<file path="src/rtl/lit_alu_pkg.sv">
package lit_alu_pkg;

  typedef enum logic [3:0] {
    OP_NONE,
    OP_ADD,
    OP_AND,
    OP_IOR,
    OP_XOR,
    OP_MOV,
    OP_MUL,
    OP_SUB,
    OP_RET,
    OP_BANK,
    OP_BAD
  } lit_op_e;

  localparam int FL_C  = 0;
  localparam int FL_DC = 1;
  localparam int FL_Z  = 2;
  localparam int FL_OV = 3;
  localparam int FL_N  = 4;
  localparam int FLW   = 5;

endpackage

</file>
<file path="src/rtl/lit_decode.sv">
module lit_decode
  import lit_alu_pkg::*;
#(
  parameter int DW = 8,
  parameter int BW = 4
) (
  input  logic            valid,
  input  logic [2*DW-1:0] word,
  output lit_op_e         op
);
  localparam int IW = 2 * DW;

  logic [DW-1:0] hi;
  logic [DW-1:0] lo;
  logic          bank_ok;

  assign hi      = word[IW-1:DW];
  assign lo      = word[DW-1:0];
  assign bank_ok = (lo >> BW) == '0;

  always_comb begin
    op = OP_NONE;
    if (valid) begin
      case (hi)
        8'h0F:   op = OP_ADD;
        8'h0B:   op = OP_AND;
        8'h09:   op = OP_IOR;
        8'h0A:   op = OP_XOR;
        8'h0E:   op = OP_MOV;
        8'h0D:   op = OP_MUL;
        8'h08:   op = OP_SUB;
        8'h0C:   op = OP_RET;
        8'h01:   op = bank_ok ? OP_BANK : OP_BAD;
        default: op = OP_BAD;
      endcase
    end
  end
endmodule

</file>
<file path="src/rtl/lit_datapath.sv">
module lit_datapath
  import lit_alu_pkg::*;
#(
  parameter int DW = 8,
  parameter int BW = 4
) (
  input  lit_op_e          op,
  input  logic [DW-1:0]    lit,
  input  logic [DW-1:0]    w_cur,
  input  logic [FLW-1:0]   st_cur,
  input  logic [BW-1:0]    bank_cur,
  input  logic [2*DW-1:0]  prod_cur,
  output logic [DW-1:0]    w_nx,
  output logic [FLW-1:0]   st_nx,
  output logic [BW-1:0]    bank_nx,
  output logic [2*DW-1:0]  prod_nx
);
  localparam int NW = DW / 2;

  typedef struct packed {
    logic [DW-1:0] res;
    logic          c;
    logic          dc;
    logic          ov;
  } arith_t;

  // a + b, or a + ~b + 1 when sub; carry means no borrow for sub
  function automatic arith_t arith(input logic [DW-1:0] a,
                                   input logic [DW-1:0] b,
                                   input logic sub);
    arith_t        r;
    logic [DW-1:0] bb;
    logic [DW:0]   full;
    logic [NW:0]   nib;
    bb     = sub ? ~b : b;
    full   = {1'b0, a} + {1'b0, bb} + {{DW{1'b0}}, sub};
    nib    = {1'b0, a[NW-1:0]} + {1'b0, bb[NW-1:0]} + {{NW{1'b0}}, sub};
    r.res  = full[DW-1:0];
    r.c    = full[DW];
    r.dc   = nib[NW];
    r.ov   = (a[DW-1] == bb[DW-1]) && (full[DW-1] != a[DW-1]);
    return r;
  endfunction

  function automatic logic [FLW-1:0] zn_flags(input logic [FLW-1:0] st,
                                              input logic [DW-1:0] r);
    logic [FLW-1:0] o;
    o        = st;
    o[FL_Z]  = (r == '0);
    o[FL_N]  = r[DW-1];
    return o;
  endfunction

  function automatic logic [FLW-1:0] all_flags(input arith_t a);
    logic [FLW-1:0] o;
    o        = '0;
    o[FL_C]  = a.c;
    o[FL_DC] = a.dc;
    o[FL_OV] = a.ov;
    o[FL_Z]  = (a.res == '0);
    o[FL_N]  = a.res[DW-1];
    return o;
  endfunction

  arith_t add_r;
  arith_t sub_r;
  logic [DW-1:0] and_r, ior_r, xor_r;

  assign add_r = arith(w_cur, lit, 1'b0);
  assign sub_r = arith(lit, w_cur, 1'b1);
  assign and_r = w_cur & lit;
  assign ior_r = w_cur | lit;
  assign xor_r = w_cur ^ lit;

  always_comb begin
    w_nx    = w_cur;
    st_nx   = st_cur;
    bank_nx = bank_cur;
    prod_nx = prod_cur;
    case (op)
      OP_ADD: begin w_nx = add_r.res; st_nx = all_flags(add_r); end
      OP_SUB: begin w_nx = sub_r.res; st_nx = all_flags(sub_r); end
      OP_AND: begin w_nx = and_r; st_nx = zn_flags(st_cur, and_r); end
      OP_IOR: begin w_nx = ior_r; st_nx = zn_flags(st_cur, ior_r); end
      OP_XOR: begin w_nx = xor_r; st_nx = zn_flags(st_cur, xor_r); end
      OP_MOV, OP_RET: w_nx = lit;
      OP_MUL:  prod_nx = w_cur * lit;
      OP_BANK: bank_nx = lit[BW-1:0];
      default: ;
    endcase
  end
endmodule

</file>
<file path="src/rtl/lit_alu_exec.sv">
module lit_alu_exec
  import lit_alu_pkg::*;
#(
  parameter int DW = 8,
  parameter int BW = 4
) (
  input  logic              clk,
  input  logic              rst_n,
  input  logic              insn_valid,
  input  logic [2*DW-1:0]   insn_word,
  output logic [DW-1:0]     w_out,
  output logic [FLW-1:0]    status_out,
  output logic [BW-1:0]     bank_out,
  output logic [2*DW-1:0]   prod_out,
  output logic              ret_req,
  output logic [DW-1:0]     ret_lit,
  output logic              illegal
);
  localparam int PW = 2 * DW;

  logic [DW-1:0]  w_q;
  logic [FLW-1:0] st_q;
  logic [BW-1:0]  bank_q;
  logic [PW-1:0]  prod_q;
  logic           ret_q;
  logic [DW-1:0]  ret_lit_q;
  logic           ill_q;

  logic           accept;
  lit_op_e        op;
  logic [DW-1:0]  lit;
  logic [DW-1:0]  w_nx;
  logic [FLW-1:0] st_nx;
  logic [BW-1:0]  bank_nx;
  logic [PW-1:0]  prod_nx;

  // second cycle of a return blocks acceptance
  assign accept = insn_valid && !ret_q;
  assign lit    = insn_word[DW-1:0];

  lit_decode #(.DW(DW), .BW(BW)) u_dec (
    .valid (accept),
    .word  (insn_word),
    .op    (op)
  );

  lit_datapath #(.DW(DW), .BW(BW)) u_dp (
    .op       (op),
    .lit      (lit),
    .w_cur    (w_q),
    .st_cur   (st_q),
    .bank_cur (bank_q),
    .prod_cur (prod_q),
    .w_nx     (w_nx),
    .st_nx    (st_nx),
    .bank_nx  (bank_nx),
    .prod_nx  (prod_nx)
  );

  always_ff @(posedge clk or negedge rst_n) begin
    if (!rst_n) begin
      w_q       <= '0;
      st_q      <= '0;
      bank_q    <= '0;
      prod_q    <= '0;
      ret_q     <= 1'b0;
      ret_lit_q <= '0;
      ill_q     <= 1'b0;
    end else begin
      w_q    <= w_nx;
      st_q   <= st_nx;
      bank_q <= bank_nx;
      prod_q <= prod_nx;
      ret_q  <= (op == OP_RET);
      ill_q  <= (op == OP_BAD);
      if (op == OP_RET) ret_lit_q <= lit;
    end
  end

  assign w_out      = w_q;
  assign status_out = st_q;
  assign bank_out   = bank_q;
  assign prod_out   = prod_q;
  assign ret_req    = ret_q;
  assign ret_lit    = ret_lit_q;
  assign illegal    = ill_q;

  AST_FLAGS_KEEP: assert property (@(posedge clk) disable iff (!rst_n)
    (op == OP_MOV || op == OP_MUL || op == OP_RET || op == OP_BANK) |=> $stable(st_q));

  AST_MUL_W_KEEP: assert property (@(posedge clk) disable iff (!rst_n)
    (op == OP_MUL) |=> $stable(w_q));

  AST_SUB_NO_BORROW: assert property (@(posedge clk) disable iff (!rst_n)
    (op == OP_SUB) |=> (st_q[FL_C] == ($past(lit) >= $past(w_q))));

  AST_BAD_HOLD: assert property (@(posedge clk) disable iff (!rst_n)
    (op == OP_BAD) |=> ($stable(w_q) && $stable(st_q) && $stable(bank_q)
                        && $stable(prod_q) && ill_q));

  AST_RET_ONE_CYCLE: assert property (@(posedge clk) disable iff (!rst_n)
    ret_q |=> (!ret_q && $stable(w_q) && $stable(st_q)));

  AST_IDLE_HOLD: assert property (@(posedge clk) disable iff (!rst_n)
    !insn_valid |=> ($stable(w_q) && $stable(st_q) && $stable(bank_q)
                     && $stable(prod_q) && !ill_q));

endmodule

</file>
<file path="config.mk">
export PLATFORM = sky130hd
export DESIGN_NAME = lit_alu_exec
export DESIGN_NICKNAME = d
export VERILOG_FILES = /design/src/rtl/lit_alu_pkg.sv /design/src/rtl/lit_decode.sv /design/src/rtl/lit_datapath.sv /design/src/rtl/lit_alu_exec.sv
export SDC_FILE = /design/constraint.sdc
export NUM_CORES = 1
export LEC_CHECK = 0
export BUFFER_PORTS_ARGS = -buffer_cell sky130_fd_sc_hd__buf_2
export CAP_MARGIN = 5
export CORE_ASPECT_RATIO = 1.1
export CORE_MARGIN = 1.5
export CORE_UTILIZATION = 40
export DETAILED_ROUTE_END_ITERATION = 16
export HOLD_SLACK_MARGIN = 0.12
export SKIP_LAST_GASP = 1
export SLEW_MARGIN = 30
export SYNTH_ARGS = -nofsm -noshare
export SYNTH_HDL_FRONTEND = slang
export SYNTH_SLANG_ARGS = --single-unit
</file>
<file path="constraint.sdc">
create_clock -name clk -period 11.7 [get_ports clk]
set_clock_uncertainty 0.1 [all_clocks]
set_input_delay 1.17 -clock clk [delete_from_list [all_inputs] [get_ports clk]]
set_output_delay 1.17 -clock clk [all_outputs]
set_load 0.02 [all_outputs]
</file>
Yosys cells after proc, flatten, opt, wreduce, memory -nomap -nowiden. Index checks and enable logic that the tools add are counted.

Bits in registers: 43. Input port bits: 19. Output and inout port bits: 43. Logic and storage cells: 65.

Add/sub/neg operators: 6. $mul: 1. Equal/unequal tests: 23. Mux-type cells: 5. Bitwise gates (word level): 7. Reduce and logical (&&, ||, !) cells: 15.

Operators with widths (number): $eq 8x4->1 const B (8); $logic_not 8->1 (6); $pmux 8 s6 (1); $pmux 4 s9 (1); $pmux 5 s5 (1); $add 8x8->9 (2); $eq 4x3->1 const B (4); $mul 8x8->16 (1); $eq 4x4->1 const B (3); $add 4x4->5 (2); $add 9x1->9 const B (1); $and 8x8->8 (1); $eq 4x2->1 const B (2); $eq 8x1->1 const B (1); $not 8->8 (1); $or 8x8->8 (1); $xor 8x8->8 (1); $reduce_bool 6->1 (1); $add 5x1->5 const B (1); $reduce_bool 5->1 (1); $eq 4x1->1 const B (1); $mux 4 (1); $reduce_and 4->1 (1); $logic_and 1x1->1 (3); other kinds (7) (11).

Longest topological paths before layout. Gate-level depths: netlist of run 1.

Depth after elaboration: 7. Depth in mapped cells: 18. Mapped depth without buffers: 18.

Cells and area by module. Synthesis of run 1 repeated with hierarchy kept, for this count alone.

Cell total of the unflattened synthesis: 549. Area total of the unflattened synthesis: 5077.4 um^2.

Modules (own cells, without submodules): lit_datapath (instances 1, cells an instance 476, area each 3737.3 um^2, sequential area each 0.0 um^2); lit_alu_exec (instances 1, cells an instance 54, area each 1208.7 um^2, sequential area each 1076.0 um^2); lit_decode (instances 1, cells an instance 19, area each 131.4 um^2, sequential area each 0.0 um^2).

Worst setup path before layout of run 1. Ideal clock, no wire load.

Path kind: input-to-reg. Start: input insn_word[7]. End: register prod_q[13] (netlist: prod_out[13]). Arrival time: 5055 ps. Path slack: 6411 ps. Cell stages on the path: 17. Cells stage by stage: buf_2 -> nand2_1 -> fa_1 -> fa_1 -> inv_1 -> fa_1 -> inv_1 -> fa_1 -> inv_1 -> ha_1 -> o21a_1 -> o31a_1 -> o41ai_1 -> a2bb2oi_1 -> nor2b_1 -> xor2_1 -> o21ai_0.

Longest elaborated chain between the ends: 5. Elaborated cells between the ends (all ways): 6. Classes of those cells: 1 x mul; 1 x eq/ne; 3 x mux; 1 x reduce/logical.

RTL lines: from (decl) (RTL line lit_alu_exec.sv:10) `input logic [2*DW-1:0] insn_word,`; parallel branches: the longest is 5 deep, another holds $mul 8x8->16; to (signal assigned) (RTL line lit_alu_exec.sv:73) `prod_q <= prod_nx;`; to (decl) (RTL line lit_alu_exec.sv:24) `logic [PW-1:0] prod_q;`.

Parallel ways; which one is timed is not known. A chain may end at the register's enable or synchronous reset.

Final worst setup path of run 1.
Start: input insn_word[4]. End: register prod_q[13] (netlist: prod_out[13]).

The elaborated chain is that of the path after synthesis.

==> results list, run 1 <==
- Most common cell type on the critical path: fa_1
- Summed over all layers, the routed wires come to 15000 um.
- Biggest area contributors in the synthesized netlist: dfrtp_1, fa_1, ha_1
- Max Root-Sink Buffers: 2
- The number of setup buffers added after CTS is 0.
* Vert. Die Dim: ~120 um
* Run status: finished, final reports clean
* Layout cells sized above 1: 14.2%
* Normalized max-slew margin: between 40% and 50%
- Fill cells in the final layout number 1254.
* Initial antenna violation count: 0
- Count of flip-flops with a built-in enable after synthesis: 0
- GR Overflow Total: 0
- The detail route stage leaves a number of antenna-violating nets equal to 0.
* Non-Filler Cell Area, Final: 5720 um^2
- Power Internal: ~690 uW
- Timing would allow up to roughly 180 MHz.
- Gr usage total: 23.4%
- Largest voltage drop on the vdd net: roughly 0.16 mV
* Combinational Power Share: roughly 72%
- Flop and latch count out of synthesis: between 40 and 50
- The worst path uses a little under half of the clock period.
* Total clock buffers created by CTS: 5
- TritonCTS built the clock tree.
* Share of the yosys chip area belonging to registers: a little over a fifth
- Depth of the most critical reg-to-reg path: 16
- Critical setup path kind: in2reg
* Slew Limit Fails: 0
- Unrepaired setup endpoints after global routing: no
* Fin nets: between 700 and 800
- Total number of cells along the worst setup path: 17
- Setup violations remaining at the end of the flow were counted as 0.
- Top-area cell type share of the netlist area: 21.1%
- Of all nets on the critical path, the largest fanout is 8.
* Total vias in the final route: between 4000 and 5000
* Final Hold Vio Count: 0
* Detailed-routing iteration count for the pre-antenna-repair pass: 4
- For this block, the initial DRC count from the detailed router was around 360.
* Sequential share of power: roughly 15%
- For this design the top-level I/O count stands at 62.
* Largest area contributor in the synthesized netlist: dfrtp_1
* Overall die width: approximately 110 um
- The critical path contains buffers and inverters numbering 4 combined.
* Max capacitance violation total: 0
- Core Region: around 13000 um^2
- Most numerous cell types in the synthesized netlist: inv_1, nor2_1, nand2_1
- Dividing total power by cell area gives a power density of ~240 nW/um^2.
* Capture point of the worst path: prod_out[13]
- Adding up every negative setup slack in the final design gives 0 ns.
* Startpoint types: input pin
- # diodes: 0
- Total cell area at the placement stage: 5540 um^2
- Synth-to-layout area growth: 12.0%
* Vias in the first global route: approximately 4700
- CTS saw 43 sinks.
- STA classifies the critical path endpoint as a flop.
- Broken down by cell family, the worst path's largest delay share belongs to adder cells.
- CTS hold repair buffers: 0
* Per-instance average area after synthesis: 8.47 um^2
* Netlist Area Pre-Place: 5110 um^2
- In this run the clock root is driven by a clkbuf_16.
- Routability-driven placement finished with a final weighted congestion of around 0.9.
- # H-tree levels: 2
- In the routed design, unresolved DRC markers number 0.
- Per report_power, the clock group accounts for roughly 12% of the total.
- The startpoint identified for the worst register-to-register timing path is w_out[1].
- In this run the register-to-register setup slack is between 6 and 7 ns.
- The largest single stage delay on the critical path is about 0.54 ns.
* Post-Synthesis Cells: 603
* Critical Path Start: insn_word[4]
* Post-route minimum period: between 5 and 6 ns
- DR vias/cell: 5.52
- The HPWL after detailed placement is about 12000 um.
- In the final routed layout, each cell accounts on average for between 15 and 20 um.
* Switching power as a share of total power: 50.2%
- When the netlist entered floorplanning its net count stood at just over 700.
- After clock tree synthesis, the clock-pin slew on the worst setup and hold paths is 0.07 ns.
- Global-route wire length before repair: approximately 25000 um
- Switching pwr: between 600 and 700 uW
- The die covers around 13000 um^2.
- Reg-to-reg critical path endpoint: prod_out[13]
* Data arrival time at the worst-slack endpoint: approximately 5.6 ns
- Main flop type after synthesis: dfrtp_1
- Async set-or-reset flop fraction in the synthesized netlist: 100%
* Num rows: between 40 and 50
- Transition time of the tightest slew-check pin: between 0.8 and 0.9 ns
- The slowest stage of the critical path is the fa_1 cell.
* Ordered list of cells on the worst path: buf_2, clkinv_1, nor2_1, fa_1, ha_1, inv_1, fa_1, fa_1, inv_1, ha_1, o21a_1, o31a_1, o41ai_1, a2bb2oi_1, nor2b_1, xor2_1, o21ai_0
* Port bufs: 61
* Cell variety after synth: 63
- The initial utilization of the core area, before any placement, comes to slightly above 40%.
* Largest net degree at the start of global routing: 44
- Required time reported for the critical path endpoint: ~12 ns
- For this design the static power due to leakage is 0.00282 uW.
* Insertion delay of the later-clocked pin in the worst-skew pair: around 0.3 ns
- The tightest min-delay check is of the reg2reg type.
- For this run, the number of Yosys warnings is 0.
* Resized cells post-CTS: 0
==> worst min-delay path, cell delays in order (launching register included) <==
cell	delay (ns)
dfrtp_1	0.34
nand2_1	0.04
o21ai_0	0.06
==> kinds of logic after synthesis <==
logic type	Yosys count	share of synthesized area, %
simple gates	215	19.6
fa+ha+maj	98	29.6
compound gates	114	15.7
buf+inv	97	7.38
mux	11	2.40
flops	43	21.1
xor+xnor	25	4.29
==> area by class of cell <==
type / count / area [um^2] / share of cell area [%]
Timing Repair Buffer: 62 / 315 / 5.52
Sequential cell: 43 / 1080 / 18.8
Clock inverter: 3 / 47.5 / 0.832
Multi-Input combinational cell: 463 / 3660 / 64.0
Tap cell: 157 / 196 / 3.44
Inverter: 80 / 300 / 5.25
Clock buffer: 5 / 125 / 2.19
==> placed cells by master (no fill, tap or decap), types with 12 or more instances in the layout <==
cell,n
fa_1,38
dfrtp_1,43
buf_2,60
nand2_1,65
nor2_1,74
inv_1,74
nor3_1,15
o21ai_0,32
a21oi_1,18
xnor2_1,16
ha_1,60
nand2b_1,12
==> registers in the layout (all words and copies together), names as in the netlist <==
signal / flops
prod_out: 16
status_out: 5
ret_lit: 8
illegal: 1
bank_out: 4
w_out: 8
ret_req: 1
==> layer usage <==
layer	up-vias	GRT usage, %	share of wire [%]
li1	2131	-	-
met1	2204	29.3	42
met2	129	41.6	50
met3	27	2.80	4.2
met4	0	8.97	3.1
met5	-	0	0
==> power groups by stage <==
stage          Clock (uW)  Sequential (uW)  Combinational, uW
2_1_floorplan           0              245                726
3_3_place_gp            0              214                988
3_5_place_dp            0              215                990
4_1_cts               175              212               1000
5_1_grt               180              217               1150
6_report              172              213                995
==> per-stage QoR <==
stage / setup slack [ns] / hold slack, ns / std cells / util [%] / power (uW)
floorplan: 6.41 / 0.488 / 603 / - / 971
global placement: 6.00 / 0.364 / 805 / 44.2 / 1200
detailed placement: 5.90 / 0.369 / 805 / 44.2 / 1200
CTS: 6.19 / 0.386 / 813 / 45.6 / 1390
global route: 6.00 / 0.412 / 813 / 45.6 / 1550
finish: 6.19 / 0.379 / 813 / 45.6 / 1380
==> worst min path at each step <==
stage | from | to | depth (start not counted) | slack [ns]
6_report | prod_out[4] | prod_out[4] | 2 | 0.38
5_1_grt | prod_out[4] | prod_out[4] | 2 | 0.41
4_1_cts | prod_out[4] | prod_out[4] | 2 | 0.39
3_5_place_dp | prod_out[7] | prod_out[7] | 1 | 0.37
3_3_place_gp | ret_lit[5] | ret_lit[5] | 2 | 0.36
2_1_floorplan | ret_lit[6] | ret_lit[6] | 2 | 0.49
(Power assumes the default switching activity.)
==> run 2, diff against run 1 <==
Clock period 11.7 ns to 5.7 ns, I/O delays scaled along.
==> run 2 against run 1 <==
Net effect: sequential share of layout area is essentially flat; clock power rose by 110%; count of clock-buffer cells in the layout unchanged; sequential power up 100%; non-clock buffer count is 2 higher; utilization rose by 0.11 points; setup slack got worse by 5.6 ns; global-route usage shrank 0.099 points; register-to-register slack worse by 6.0 ns; flip-flop and latch count unchanged; critical path type is now reg2reg; critical endpoint unchanged; largest cell class unchanged.
==> results list, run 2 (same netlist as run 1, synthesis figures left out) <==
* Highest Clock Rate: between 150 and 200 MHz
- The HPWL reported at the end of detailed placement came to 12000 um (-0.15%).
- The number of hold buffers added after CTS is 0 (unchanged).
- # diodes: 0 (unchanged)
- The run finished with clean final reports.
- Clock root cell: clkbuf_16
- The hold violation count in the final report is 0 (unchanged).
- The number of placement rows came to 43 (unchanged).
- The floorplan die width was 111 um (unchanged).
* Reg-to-reg critical path endpoint: prod_out[13]
- Critical setup path kind: reg2reg
- The cell area power density was 497 nW/um^2 (+110%).
- Total routed wirelength: 14900 um (-0.80%)
* Reg2Reg Setup Slack: 0.62 ns (-6.02 ns)
- Slew Limit Fails: 0 (unchanged)
- Vias in the first global route: 4620 (-1.3%)
- The violation count after the first detailed-route iteration was 278 (-22%).
- The final-layout fill cell count was 1255 (+0.080%).
- Initial Util: 40.7% (unchanged)
* DRC violations left: 0 (unchanged)
* Post-route minimum period: between 5 and 6 ns
- The overflow left after global routing is 0 (unchanged).
- WHS: 0.148 ns (-0.231 ns)
- The number of flip-flops under the largest register name came to 16 (unchanged).
- The number of instances resized during post-cts repair is 0 (unchanged).
* Total clock buffers created by CTS: 5 (unchanged)
- Gr usage total: 23.3% (-0.099 points)
- In the finished design, the share of the clock period the worst path needs comes to 89.2%.
- The setup TNS came to 0 ns (unchanged).
- The total clock sinks is 43 (unchanged).
- The number of cells on the worst reg-to-reg path came to 16 (unchanged).
- The clock-pin slew reported for the worst setup and hold paths after clock tree synthesis came to 0.08 ns (about the same).
* Leakage power of the design: 0.00283 uW (+0.21%)
* Synth-to-layout area growth: 12.2%
- Top library cells by usage in the layout, fill and taps aside: inv_1, nor2_1, nand2_1, ha_1, buf_2
- # H-tree levels: 2 (unchanged)
- In this run the critical register-to-register path is launched from w_out[1].
- The number of ports placed on the die boundary was 62 (unchanged).
- The data required time of the critical path came to 5.76 ns (-6.00 ns).
- Final estimated routing congestion in global placement: 0.893 (-0.41%)
- Largest voltage drop on the vdd net: 0.388 mV (+140%)
- The pin count of the biggest net entering global routing came to 44 (unchanged).
* Count of final setup violators: 0 (unchanged)
* Max capacitance violation total: 0 (unchanged)
* Core Region: 12500 um^2 (unchanged)
- The detail-routed net length per standard cell came to 18.3 um (-1.0%).
* Vert. Die Dim: 122 um (unchanged)
- The count of TritonRoute iterations in the first routing pass was 5 (+1).
- The fraction of layout instances using a drive strength above 1 came to 14.4% (+0.26 points).
* Total cell area at the placement stage: 5560 um^2 (+0.27%)
- The pin slew with the least headroom to its limit was 0.800 ns (-0.000812 ns).
* Total vias in the final route: 4474 (-0.38%)
* CP endpoint kind: flop
- Port bufs: 61 (unchanged)
- CP max-delay cell: fa_1
- Longest individual stage delay on the worst path: 0.55 ns (about the same)
- Non-filler instance count after layout: 815 (+0.25%)
* Maximum fanout along the worst path: 10 (+2)
- Ordered list of cells on the worst path: inv_1, nor2_1, fa_1, fa_1, inv_1, fa_1, fa_1, inv_1, ha_1, o21a_1, o31a_1, o41ai_1, a2bb2oi_1, nor2b_1, xor2_1, o21ai_0
- The deepest clock path buffer count came to 2 (unchanged).
- Fin nets: 774 (+0.26%)
- The post-route standard cell area excluding fillers came to 5730 um^2 (+0.24%).
- Setup repair after global routing left no endpoint under its margin.
- The number of cells after detailed placement came to 807 (+0.25%).
* Normalized max-slew margin: 46.2% (+0.055 points)
- The die footprint is 13500 um^2 (unchanged).
- The first-pass GRT wire length is 24600 um (-1.0%).
- The min-delay analysis places its worst path in the category in2async.
- Number of setup buffers added after CTS: 0 (unchanged)
- The vias per cell was 5.49 (-0.62%).
* Initial antenna violation count: 0 (unchanged)
- Power after layout: 2850 uW (+110%)
* Most common cell type on the critical path: fa_1
* Clock tree from TritonCTS: yes
- Insertion delay of the later-clocked pin in the worst-skew pair: 0.31 ns (about the same)
- The remaining antenna violation count is 0 (unchanged).
- Startpoint types: flop
- Data arrival time at the worst-slack endpoint: 5.14 ns (-0.43 ns)
run 2: layer usage:
layer | part of all wire [%] | global-route usage (%) | vias to the layer above
met4 | 3.1 | 8.89 | 0
li1 | - | - | 2147
met1 | 43 | 29.4 | 2182
met5 | 0 | 0 | -
met2 | 50 | 41.0 | 117
met3 | 3.6 | 2.95 | 28
run 2: stage by stage:
step,util (%),worst slack [ns]
after floorplan,-,1.01
after detailed placement,44.3,0.525
final,45.7,0.616
after CTS,45.7,0.590
after global routing,45.7,0.187
after global placement,44.3,0.649
run 2: critical path, delay by kind of cell, from the launching register on:
kind,cells,cell delay (ns)
xor+xnor,1,0.15
fa+ha+maj,5,2.35
flops,1,0.46
compound gates,5,1.10
buf+inv,3,0.47
simple gates,2,0.32
run 2: worst max path at each step:
stage	slack, ns	from	to	cells after the start
6_report	0.62	w_out[1]	prod_out[13]	16
5_1_grt	0.19	w_out[1]	prod_out[13]	16
4_1_cts	0.59	w_out[1]	prod_out[13]	16
3_5_place_dp	0.52	insn_word[4]	prod_out[13]	19
3_3_place_gp	0.65	insn_word[4]	prod_out[13]	17
2_1_floorplan	1.01	insn_word[7]	prod_out[13]	17
run 2: power breakdown:
part	internal, uW	switching, uW
combinational	839	1220
clock	209	146
sequential	369	67.3
run 2: final cells by class:
type	count	area (um^2)	area share (%)
clock inverter	3	46.3	0.808
multi-input combinational	463	3660	63.8
timing repair buffer	64	330	5.76
clock buffer	5	125	2.18
sequential	43	1080	18.8
inverter	80	300	5.24
tap	157	196	3.43
